File: config.mk
export PLATFORM = sky130hd
export DESIGN_NAME = dma_chan_engine
export DESIGN_NICKNAME = d
export VERILOG_FILES = /design/src/rtl/dma_chan_pkg.sv /design/src/rtl/dma_chan_regs.sv /design/src/rtl/dma_chan_seq.sv /design/src/rtl/dma_chan_addr.sv /design/src/rtl/dma_chan_engine.sv
export SDC_FILE = /design/constraint.sdc
export NUM_CORES = 1
export LEC_CHECK = 0
export ABC_AREA = 1
export CAP_MARGIN = 40
export CORE_ASPECT_RATIO = 1.5
export CORE_MARGIN = 4
export CORE_UTILIZATION = 45
export CTS_CLUSTER_SIZE = 16
export DETAILED_ROUTE_END_ITERATION = 8
export DONT_BUFFER_PORTS = 1
export PLACE_DENSITY_LB_ADDON = 0.12
export SLEW_MARGIN = 15
export SYNTH_ARGS = -nofsm -noshare
export SYNTH_HDL_FRONTEND = slang
export SYNTH_SLANG_ARGS = --single-unit
export TNS_END_PERCENT = 1
File: constraint.sdc
create_clock -name clk_i -period 9.2 [get_ports clk_i]
set_clock_uncertainty 0.05 [all_clocks]
set_input_delay 0.46 -clock clk_i [delete_from_list [all_inputs] [get_ports clk_i]]
set_output_delay 0.46 -clock clk_i [all_outputs]
set_load 0.05 [all_outputs]
File: src/rtl/dma_chan_pkg.sv
package dma_chan_pkg;
  localparam logic [2:0] RA_CFG = 3'd0;
  localparam logic [2:0] RA_SRC = 3'd1;
  localparam logic [2:0] RA_DST = 3'd2;
  localparam logic [2:0] RA_CNT = 3'd3;
  localparam logic [2:0] RA_TIM = 3'd4;
  localparam logic [4:0] RT_MEM = 5'd1;

  typedef struct packed {
    logic [1:0] width;
    logic [1:0] burst;
    logic [1:0] amode;
    logic [4:0] rtype;
  } side_cfg_t;

  typedef enum logic [1:0] {SQ_ARM, SQ_BURST, SQ_GAP} seq_st_e;

  function automatic logic [1:0] norm_width(logic [1:0] c);
    return (c == 2'd3) ? 2'd2 : c;
  endfunction

  function automatic logic [2:0] width_bytes(logic [1:0] c);
    case (c)
      2'd0:    return 3'd1;
      2'd1:    return 3'd2;
      default: return 3'd4;
    endcase
  endfunction

  function automatic logic [3:0] burst_beats(logic [1:0] c);
    case (c)
      2'd0:    return 4'd1;
      2'd1:    return 4'd4;
      default: return 4'd8;
    endcase
  endfunction

  function automatic logic [31:0] lane_mask(logic [2:0] nbytes);
    case (nbytes)
      3'd1:    return 32'h0000_00ff;
      3'd2:    return 32'h0000_ffff;
      default: return 32'hffff_ffff;
    endcase
  endfunction
endpackage

File: src/rtl/dma_chan_regs.sv
module dma_chan_regs
  import dma_chan_pkg::*;
#(
  parameter int unsigned AW    = 32,
  parameter int unsigned CNT_W = 24
) (
  input  logic             clk_i,
  input  logic             rst_ni,
  input  logic             we_i,
  input  logic [2:0]       addr_i,
  input  logic [31:0]      wdata_i,
  output logic [31:0]      rdata_o,
  input  logic             busy_i,
  input  logic [CNT_W-1:0] rem_i,
  output logic             load_o,
  output logic             stop_o,
  output logic             cnt_we_o,
  output logic             cont_o,
  output side_cfg_t        src_o,
  output side_cfg_t        dst_o,
  output logic [AW-1:0]    src_base_o,
  output logic [AW-1:0]    dst_base_o,
  output logic [CNT_W-1:0] count_o,
  output logic [7:0]       src_wait_o,
  output logic [7:0]       dst_wait_o
);
  logic        remain_q;
  logic [31:0] tim_q;

  assign load_o   = we_i && (addr_i == RA_CFG) && wdata_i[31];
  assign stop_o   = we_i && (addr_i == RA_CFG) && !wdata_i[31];
  assign cnt_we_o = we_i && (addr_i == RA_CNT);

  always_ff @(posedge clk_i or negedge rst_ni) begin
    if (!rst_ni) begin
      cont_o     <= 1'b0;
      remain_q   <= 1'b0;
      src_o      <= '0;
      dst_o      <= '0;
      src_base_o <= '0;
      dst_base_o <= '0;
      count_o    <= '0;
      tim_q      <= '0;
    end else if (we_i) begin
      case (addr_i)
        RA_CFG: begin
          cont_o   <= wdata_i[29];
          remain_q <= wdata_i[15];
          dst_o    <= wdata_i[26:16];
          src_o    <= wdata_i[10:0];
        end
        RA_SRC:  src_base_o <= wdata_i[AW-1:0];
        RA_DST:  dst_base_o <= wdata_i[AW-1:0];
        RA_CNT:  count_o    <= wdata_i[CNT_W-1:0];
        RA_TIM:  tim_q      <= wdata_i;
        default: ;
      endcase
    end
  end

  // timing word: dst block 31:24, dst wait 23:16, src block 15:8, src wait 7:0 (all value-1)
  assign src_wait_o = tim_q[7:0];
  assign dst_wait_o = tim_q[23:16];

  always_comb begin
    rdata_o = '0;
    case (addr_i)
      RA_CFG: rdata_o = {1'b0, busy_i, cont_o, 2'b00, dst_o, remain_q, 4'b0000, src_o};
      RA_SRC: rdata_o = 32'(src_base_o);
      RA_DST: rdata_o = 32'(dst_base_o);
      RA_CNT: rdata_o = remain_q ? 32'(rem_i) : 32'(count_o);
      RA_TIM: rdata_o = tim_q;
      default: rdata_o = '0;
    endcase
  end
endmodule

File: src/rtl/dma_chan_seq.sv
module dma_chan_seq
  import dma_chan_pkg::*;
(
  input  logic       clk_i,
  input  logic       rst_ni,
  input  logic       clr_i,
  input  logic       beat_done_i,
  input  logic       drq_i,
  input  logic       is_mem_i,
  input  logic [3:0] beats_i,
  input  logic [8:0] gap_i,
  output logic       ready_o
);
  seq_st_e    st_q;
  logic [3:0] left_q;
  logic [8:0] cnt_q;

  assign ready_o = (st_q == SQ_BURST) || ((st_q == SQ_ARM) && (is_mem_i || drq_i));

  always_ff @(posedge clk_i or negedge rst_ni) begin
    if (!rst_ni) begin
      st_q   <= SQ_ARM;
      left_q <= '0;
      cnt_q  <= '0;
    end else if (clr_i) begin
      st_q   <= SQ_ARM;
      left_q <= '0;
      cnt_q  <= '0;
    end else begin
      case (st_q)
        SQ_ARM: if (beat_done_i) begin
          if (beats_i == 4'd1) begin
            st_q  <= SQ_GAP;
            cnt_q <= gap_i;
          end else begin
            st_q   <= SQ_BURST;
            left_q <= beats_i - 4'd1;
          end
        end
        SQ_BURST: if (beat_done_i) begin
          left_q <= left_q - 4'd1;
          if (left_q == 4'd1) begin
            st_q  <= SQ_GAP;
            cnt_q <= gap_i;
          end
        end
        default: begin
          if (cnt_q <= 9'd1) st_q <= SQ_ARM;
          else cnt_q <= cnt_q - 9'd1;
        end
      endcase
    end
  end
endmodule

File: src/rtl/dma_chan_addr.sv
module dma_chan_addr #(
  parameter int unsigned AW = 32
) (
  input  logic          clk_i,
  input  logic          rst_ni,
  input  logic          load_i,
  input  logic [AW-1:0] base_i,
  input  logic          step_i,
  input  logic          fixed_i,
  input  logic [2:0]    inc_i,
  output logic [AW-1:0] addr_o
);
  always_ff @(posedge clk_i or negedge rst_ni) begin
    if (!rst_ni)                  addr_o <= '0;
    else if (load_i)              addr_o <= base_i;
    else if (step_i && !fixed_i)  addr_o <= addr_o + AW'(inc_i);
  end
endmodule

File: src/rtl/dma_chan_engine.sv
module dma_chan_engine
  import dma_chan_pkg::*;
#(
  parameter int unsigned AW    = 32,
  parameter int unsigned CNT_W = 24,
  parameter int unsigned REQ_N = 32
) (
  input  logic             clk_i,
  input  logic             rst_ni,
  input  logic             reg_we_i,
  input  logic [2:0]       reg_addr_i,
  input  logic [31:0]      reg_wdata_i,
  output logic [31:0]      reg_rdata_o,
  input  logic [REQ_N-1:0] drq_i,
  output logic             mem_req_o,
  output logic             mem_we_o,
  output logic [AW-1:0]    mem_addr_o,
  output logic [1:0]       mem_size_o,
  output logic [31:0]      mem_wdata_o,
  input  logic             mem_ack_i,
  input  logic [31:0]      mem_rdata_i,
  output logic             half_o,
  output logic             end_o
);
  localparam logic [REQ_N-1:0] ONE_HOT0 = REQ_N'(1);

  logic             busy_q, req_q, we_q, half_q, end_q;
  logic [2:0]       fill_q;
  logic [31:0]      buf_q;
  logic [CNT_W-1:0] rem_q, rd_left_q, half_pt_q;

  logic             load, stop, cnt_we, cont_q;
  side_cfg_t        src_c, dst_c;
  logic [AW-1:0]    src_base, dst_base, src_addr, dst_addr;
  logic [CNT_W-1:0] count;
  logic [7:0]       src_wait, dst_wait;

  dma_chan_regs #(.AW(AW), .CNT_W(CNT_W)) u_regs (
    .clk_i, .rst_ni,
    .we_i(reg_we_i), .addr_i(reg_addr_i), .wdata_i(reg_wdata_i), .rdata_o(reg_rdata_o),
    .busy_i(busy_q), .rem_i(rem_q),
    .load_o(load), .stop_o(stop), .cnt_we_o(cnt_we), .cont_o(cont_q),
    .src_o(src_c), .dst_o(dst_c), .src_base_o(src_base), .dst_base_o(dst_base),
    .count_o(count), .src_wait_o(src_wait), .dst_wait_o(dst_wait)
  );

  logic [2:0] src_w, dst_w;
  assign src_w = width_bytes(src_c.width);
  assign dst_w = width_bytes(dst_c.width);

  logic rd_ack, wr_ack;
  assign rd_ack = req_q && !we_q && mem_ack_i;
  assign wr_ack = req_q && we_q && mem_ack_i;

  logic [CNT_W-1:0] rem_nxt;
  assign rem_nxt = rem_q - CNT_W'(dst_w);

  logic restart;
  assign restart = load || (wr_ack && (rem_nxt == '0) && cont_q && !stop);

  // per-side address and burst sequencing
  logic [1:0]    side_rdy;
  logic [1:0]    side_done;
  side_cfg_t     side_c   [2];
  logic [7:0]    side_wt  [2];
  logic [AW-1:0] side_base[2];
  logic [AW-1:0] side_addr[2];
  logic [2:0]    side_w   [2];

  assign side_c[0]    = src_c;        assign side_c[1]    = dst_c;
  assign side_wt[0]   = src_wait;     assign side_wt[1]   = dst_wait;
  assign side_base[0] = src_base;     assign side_base[1] = dst_base;
  assign side_w[0]    = src_w;        assign side_w[1]    = dst_w;
  assign side_done    = {wr_ack, rd_ack};
  assign src_addr     = side_addr[0];
  assign dst_addr     = side_addr[1];

  for (genvar s = 0; s < 2; s++) begin : g_side
    dma_chan_seq u_seq (
      .clk_i, .rst_ni,
      .clr_i(restart), .beat_done_i(side_done[s]),
      .drq_i(|(drq_i & (ONE_HOT0 << side_c[s].rtype))),
      .is_mem_i(side_c[s].rtype == RT_MEM),
      .beats_i(burst_beats(side_c[s].burst)),
      .gap_i({1'b0, side_wt[s]} + 9'd1),
      .ready_o(side_rdy[s])
    );
    dma_chan_addr #(.AW(AW)) u_addr (
      .clk_i, .rst_ni,
      .load_i(restart), .base_i(side_base[s]), .step_i(side_done[s]),
      .fixed_i(side_c[s].amode[0]), .inc_i(side_w[s]), .addr_o(side_addr[s])
    );
  end

  logic can_rd, can_wr;
  assign can_wr = busy_q && !req_q && (fill_q >= dst_w) && side_rdy[1];
  assign can_rd = busy_q && !req_q && (fill_q < dst_w) && (rd_left_q != '0) && side_rdy[0];

  always_ff @(posedge clk_i or negedge rst_ni) begin
    if (!rst_ni) begin
      busy_q    <= 1'b0;
      req_q     <= 1'b0;
      we_q      <= 1'b0;
      fill_q    <= '0;
      buf_q     <= '0;
      rem_q     <= '0;
      rd_left_q <= '0;
      half_pt_q <= '0;
      half_q    <= 1'b0;
      end_q     <= 1'b0;
    end else begin
      half_q <= 1'b0;
      end_q  <= 1'b0;
      if (stop) begin
        busy_q <= 1'b0;
        req_q  <= 1'b0;
        fill_q <= '0;
      end else if (load) begin
        req_q     <= 1'b0;
        fill_q    <= '0;
        buf_q     <= '0;
        rem_q     <= count;
        rd_left_q <= count;
        half_pt_q <= count >> 1;
        busy_q    <= (count != '0);
      end else begin
        if (cnt_we && !busy_q) rem_q <= reg_wdata_i[CNT_W-1:0];
        if (req_q) begin
          if (mem_ack_i) req_q <= 1'b0;
        end else if (can_wr) begin
          req_q <= 1'b1;
          we_q  <= 1'b1;
        end else if (can_rd) begin
          req_q <= 1'b1;
          we_q  <= 1'b0;
        end
        if (rd_ack) begin
          buf_q     <= buf_q | ((mem_rdata_i & lane_mask(src_w)) << {fill_q, 3'b000});
          fill_q    <= fill_q + src_w;
          rd_left_q <= rd_left_q - CNT_W'(src_w);
        end
        if (wr_ack) begin
          buf_q  <= buf_q >> {dst_w, 3'b000};
          fill_q <= fill_q - dst_w;
          rem_q  <= rem_nxt;
          if ((rem_q > half_pt_q) && (rem_nxt <= half_pt_q)) half_q <= 1'b1;
          if (rem_nxt == '0) begin
            end_q <= 1'b1;
            if (cont_q) begin
              rem_q     <= count;
              rd_left_q <= count;
              half_pt_q <= count >> 1;
            end else begin
              busy_q <= 1'b0;
            end
          end
        end
      end
    end
  end

  assign mem_req_o   = req_q;
  assign mem_we_o    = we_q;
  assign mem_addr_o  = we_q ? dst_addr : src_addr;
  assign mem_size_o  = we_q ? norm_width(dst_c.width) : norm_width(src_c.width);
  assign mem_wdata_o = buf_q;
  assign half_o      = half_q;
  assign end_o       = end_q;
endmodule

Yosys cells after proc, flatten, opt, wreduce, memory -nomap -nowiden
Index checks and enable logic that the tools add are counted.
{"block": "totals", "regBits": 350, "latch_bits": 0, "ram_bits": 0, "mem_bits_ro": 0, "inputBits": 103, "output_inout_bits": 102, "elab_cells": 272, "memories": 0}
{"block": "op_classes", "add_sub_neg": 14, "n_mul": 0, "div_mod_pow": 0, "order_cmp": 6, "n_eq_ne": 33, "shifts": 4, "muxes": 98, "bitwise_logic": 7, "reduce_logical": 78}
{"op": "$mux 24", "n": 15}
{"op": "$mux 32", "n": 11}
{"op": "$pmux 32 s5", "n": 1}
{"op": "$mux 9", "n": 12}
{"op": "$and 32x32->32", "n": 3}
{"op": "$add 32x3->32", "n": 2}
{"op": "$pmux 32 s2", "n": 1}
{"op": "$reduce_or 32->1", "n": 2}
{"op": "$shl 1x5->32 const A", "n": 2}
{"op": "$reduce_bool 24->1", "n": 2}
{"op": "$sub 24x3->24", "n": 2}
{"op": "$pmux 9 s2", "n": 2}
{"op": "$mux 4", "n": 8}
{"op": "$or 32x32->32", "n": 1}
{"op": "$pmux 4 s2", "n": 4}
{"op": "$shl 32x6->32", "n": 1}
{"op": "$shr 32x6->32", "n": 1}
{"op": "$mux 2", "n": 15}
{"op": "$gt 24x24->1", "n": 1}
{"op": "$le 24x24->1", "n": 1}
{"op": "$logic_not 24->1", "n": 1}
{"op": "$reduce_and 4->1", "n": 6}
{"op": "$logic_and 1x1->1", "n": 23}
{"op": "$mux 1", "n": 21}
{"op": "other kinds (34)", "n": 102}

Logic depth before layout (Yosys ltp)
{"block": "logic_depth", "ltp_word": 13, "mapped_depth": 22, "depth_no_buf": 21}

Modules after synthesis
A second synthesis with hierarchy kept.
{"block": "hier_totals", "hier_cells": 3791, "hier_area_um2": 25061.5}
{"module": "dma_chan_engine", "instances": 1, "cells_per_inst": 1720, "area_each_um2": 10730.3, "seq_area_each_um2": 2777.7}
{"module": "dma_chan_regs", "instances": 1, "cells_per_inst": 935, "area_each_um2": 7049.3, "seq_area_each_um2": 3603.5}
{"module": "dma_chan_addr", "instances": 2, "cells_per_inst": 395, "area_each_um2": 2489.9, "seq_area_each_um2": 800.8}
{"module": "dma_chan_seq", "instances": 2, "cells_per_inst": 173, "area_each_um2": 1151.1, "seq_area_each_um2": 375.4}

Worst setup path before layout
No wires, ideal clock.
{"block": "synth_path", "path_type": "flip-flop to flip-flop", "from": "reg u_regs.dst_o[10] (netlist bit)", "to": "reg g_side[1].u_addr.addr_o[30]", "setup_time_ns": 0.068, "t_arrival_ns": 3.023, "required_time_ns": 9.082, "setup_slack_ns": 6.059, "path_stages_with_launch": 16, "path_buffers": 1, "period_less_slack_ns": 3.141, "cell_sequence": "dfrtp_1 > nor2_1 > clkbuf_1 > ha_1 > inv_1 > fa_1 > o21ai_1 > nand2_1 > nor2_1 > nand3_1 > nor2_1 > nand3_1 > nor3b_1 > xor2_1 > nand3_1 > nand3_1"}
{"block": "synth_via", "elab_chain_cells": 9, "elab_cells_between_ends": 13, "cone_classes": "2 x add/sub; 1 x eq/ne; 3 x mux; 7 x reduce/logical"}
{"item": "from (decl)", "line_no": "dma_chan_regs.sv:20", "rtl": "output side_cfg_t dst_o,"}
{"item": "from (signal assigned)", "line_no": "dma_chan_regs.sv:49", "rtl": "dst_o <= wdata_i[26:16];"}
{"item": "$eq 2x1->1 or $logic_not 2->1 (tied branches)", "line_no": "dma_chan_pkg.sv:23", "rtl": "case (c)"}
{"item": "$pmux 3 s2 (*)", "line_no": "dma_chan_pkg.sv:23"}
{"item": "$sub 24x3->24", "line_no": "dma_chan_engine.sv:56", "rtl": "assign rem_nxt = rem_q - CNT_W'(dst_w);"}
{"item": "$logic_not 24->1", "line_no": "dma_chan_engine.sv:59", "rtl": "assign restart = load || (wr_ack && (rem_nxt == '0) && cont_q && !stop);"}
{"item": "$logic_and 1x1->1 (3 in series)", "line_no": "dma_chan_engine.sv:59"}
{"item": "$logic_or 1x1->1", "line_no": "dma_chan_engine.sv:59"}
{"item": "$mux 32 or $reduce_bool 2->1 (tied branches)"}
{"item": "to (signal assigned)", "line_no": "dma_chan_addr.sv:15", "rtl": "else if (load_i) addr_o <= base_i;"}
{"item": "to (signal assigned)", "line_no": "dma_chan_addr.sv:16", "rtl": "else if (step_i && !fixed_i) addr_o <= addr_o + AW'(inc_i);"}
{"item": "to (decl)", "line_no": "dma_chan_addr.sv:11", "rtl": "output logic [AW-1:0] addr_o"}
Every way passes the cells marked *; elsewhere a longest branch is shown, timed or not. The select of a mux whose other input is x is not followed.
A chain may end at the register's enable or synchronous reset.

Worst setup path after layout
{"block": "layout_path", "from": "reg u_regs.dst_o[10] (netlist bit)", "to": "reg g_side[1].u_addr.addr_o[9]"}
Same word-level chain as after synthesis.

==> impl_metrics.ini <==
[outcome]
status = finished, final reports clean

[layout]
n_fill_cell = 5185
nets = 3524
instances_no_fill = 4038
drive_above_1_share_pct = 6.00
seq_area_um2 = 8730
multi_input_area_um2 = 12500
syn2layout_area_growth_pct = 11.2

[setup_path]
crit_path_end_kind = flop
critPathMaxFanout = 113
path_delay_family = simple AND/OR/NAND/NOR gates
crit_chain = nor2_1, buf_4, inv_2, ha_1, nand2_1, nor2_1, nor2_2, nand2_1, nor2_1, nor2_1, nor2_2, nand2_1, nor2_4, nand2_2, nand2_2, nand2_8, inv_2, buf_4, nand2_1, nand3_1
crit_path_start_kind = flop
regToRegSetupSlack_ns = 3.44
cp_slowest_cell = buf_4
worst-path-buf-inv = 4
r2r-start = u_regs.dst_o[10]$_DFFE_PN0P_
worstPathRequired_ns = 9.65
critPathArrivalTime_ns = 6.21
r2r_cells = 20
worstReg2RegEnd = g_side[1].u_addr.addr_o[9]$_DFFE_PN0P_
critPathLaunch = u_regs.dst_o[10]$_DFFE_PN0P_
worstSetupPathType = reg2reg
slowest_delay_ns = 0.69

[timing]
timing.fmax_mhz = 174
hold_viol_final = 0
min_period_ns = 5.76
setup_viol = 0
worst_pin_slew_ns = 0.876
tns_ns = 0
min_period_over_period_pct = 62.6
relSlewSlack_pct = 41.1
slew_violations = 0
rsz0062_at_grt = no

[synthesis]
yosys-top-cells-count = nand2_1, nand3_1, dfrtp_1, inv_1, o21ai_0
synth_area_um2 = 23300
yosysSeqAreaShare_pct = 37.5
syn_avg_cell_area_um2 = 6.96
ys.warnings.count = 0
synthArstFlopShare_pct = 100
synthTopCellsByArea = dfrtp_1, nand2_1, nand3_1
yosys.area.top_type = dfrtp_1
synth_top_area_share_pct = 37.5
synth.most_common_cell = nand2_1
syn-num-nets = 3530
synth_cell_types = 53
synth_edf_count = 0
ys_seq_elements = 349
yosys_most_used_dff = dfrtp_1
syn-instance-count = 3344

[detailed_routing]
route.vias.total = 23788
routedWlPerCell_um = 23.0
totalWireLength_mm = 93.0
drtAntennaViolNets = 0
drc_errors = 0
drt-initial-drc-count = 1996
first_pass_iters = 6
via_per_inst = 5.89

[die]
die_w_um = 194
pin_count = 205
fp-row-count = 101
core_um2 = 50900
dieArea_um2 = 55500
die_h_um = 287
start_util_pct = 45.7

[global_routing]
antenna_found_initial = 5
grt_pass1_wl_mm = 140
grt_pass1_vias = 23227
grt_max_degree = 350
grt_remaining_overflow = 0
grt_util_all_layers_pct = 32.3

[worst_hold_path]
min_from = reg_wdata_i[26]
hold_end = u_regs.src_base_o[26]$_DFFE_PN0P_
holdPathStages = 2
min_path_type = in2reg

[pwr]
peakVddDrop_uv = 197
power_density_nw_per_um2 = 280
p_leak_uw = 0.0119

[cts]
clock_latency_ns = 0.57
clkSlewWorstSetupHoldPaths_ns = 0.06
cts_made_buffers = 39
cts_sinks = 349
cts_tree = yes
cts_resized = 0
clock-root-buffer = clkbuf_16
clk_path_buf_depth = 3
cts_max_level = 2

[place]
routabilityCongestion = 0.954
dp.cells = 3933
io_buffers = 0
dp_hpwl_mm = 68.8

[job]
maxCapViolCount = 0
-- cell type report --
type | instances | area share (%)
repair buffers | 109 | 4.34
multi-input cells | 2472 | 48.5
well taps | 669 | 3.23
inverters | 367 | 5.32
clock buffers | 53 | 4.32
diodes | 5 | 0.0483
clock inverters | 14 | 0.532
flip-flops and latches | 349 | 33.7
-- worst max path at each step --
| stage | end | slack (ns) | cells past startpoint |
|---|---|---|---|
| after floorplan | g_side[1].u_addr.addr_o[30]$_DFFE_PN0P_ | 6.06 | 15 |
| after global placement | g_side[0].u_addr.addr_o[8]$_DFFE_PN0P_ | 3.65 | 20 |
| after detailed placement | g_side[1].u_addr.addr_o[9]$_DFFE_PN0P_ | 3.52 | 20 |
| after CTS | g_side[0].u_addr.addr_o[22]$_DFFE_PN0P_ | 3.49 | 20 |
| after global routing | g_side[0].u_addr.addr_o[4]$_DFFE_PN0P_ | 3.02 | 20 |
| final | g_side[1].u_addr.addr_o[9]$_DFFE_PN0P_ | 3.44 | 20 |
-- placed cells by master, fill, tap and decap left out, types with 8 or more instances in the layout --
master / netlist / final
o21ai_0: 335 / 294
buf_4: 3 / 58
inv_2: 15 / 16
ha_1: 77 / 77
nor3b_1: 8 / 8
nor2_1: 284 / 280
a21oi_1: 131 / 131
nor2_4: 9 / 10
clkbuf_16: 0 / 39
nand3_1: 367 / 367
o21ai_1: 34 / 75
nand4_1: 66 / 66
o31ai_1: 11 / 11
a31oi_1: 24 / 24
dlygate4sd3_1: 0 / 29
o22ai_1: 27 / 27
xor2_1: 57 / 57
dfrtp_1: 349 / 348
nor2_2: 6 / 9
o211ai_1: 10 / 10
a221oi_1: 17 / 17
buf_6: 4 / 8
clkbuf_8: 0 / 9
nor4_1: 21 / 21
nand3b_1: 10 / 10
nor3_1: 49 / 48
nand2_1: 844 / 841
xnor2_1: 9 / 9
nand2_2: 8 / 10
inv_1: 349 / 349
-- repair_timing --
action / in CTS / in global routing
setup endpoints to repair: 0 / 0
setup buffers: 0 / 0
hold endpoints to repair: 391 / 111
hold buffers: 29 / 1
-- registers in the layout, summed over array words and instances (netlist names), 24 cells and up --
name	count
mem_wdata_o	32
u_regs.src_base_o	32
u_regs.tim_q	32
u_regs.count_o	24
rem_q	24
u_regs.dst_base_o	32
g_side.u_addr.addr_o	64
rd_left_q	24
-- cells by family (layout without fill, tap and decap cells) --
group / Yosys count / after routing / share of synthesized area [%]
XOR/XNOR: 66 / 66 / 2.48
flip-flops: 349 / 349 / 37.5
other: 0 / 5 / 0
AO/OA/AOI/OAI: 632 / 632 / 15.0
adder cells (fa/ha/maj): 83 / 83 / 4.66
AND/OR/NAND/NOR: 1691 / 1691 / 31.6
buffers and inverters: 523 / 543 / 8.78
-- layer usage --
layer	global-route usage (%)	share of wire [%]	vias up
met5	0	0.032	-
met4	17.5	6.4	4
met3	4.91	6.6	288
met2	56.5	49	964
met1	38.2	38	11422
li1	-	-	11110
-- metrics by stage --
step                      worst slack, ns  total power [µW]  instance area (µm²)  util [%]  hold WS [ns]
after floorplan                      6.06              4560                23300         -         0.114
after global placement               3.65              5430                23700      46.4         0.128
after detailed placement             3.52              5570                24200      47.6         0.127
after CTS                            3.49              7220                25800      50.6        0.0105
after global routing                 3.02              7700                25900      50.8        0.0332
final                                3.44              7240                25900      50.8        0.0387
-- report_power, final --
group | switching (µW) | internal [µW] | leakage (µW)
clock | 674 | 908 | 0.000624
sequential | 853 | 1940 | 0.00435
combinational | 1940 | 919 | 0.00692
total | 3460 | 3770 | 0.0119
(Power assumes the default switching activity.)
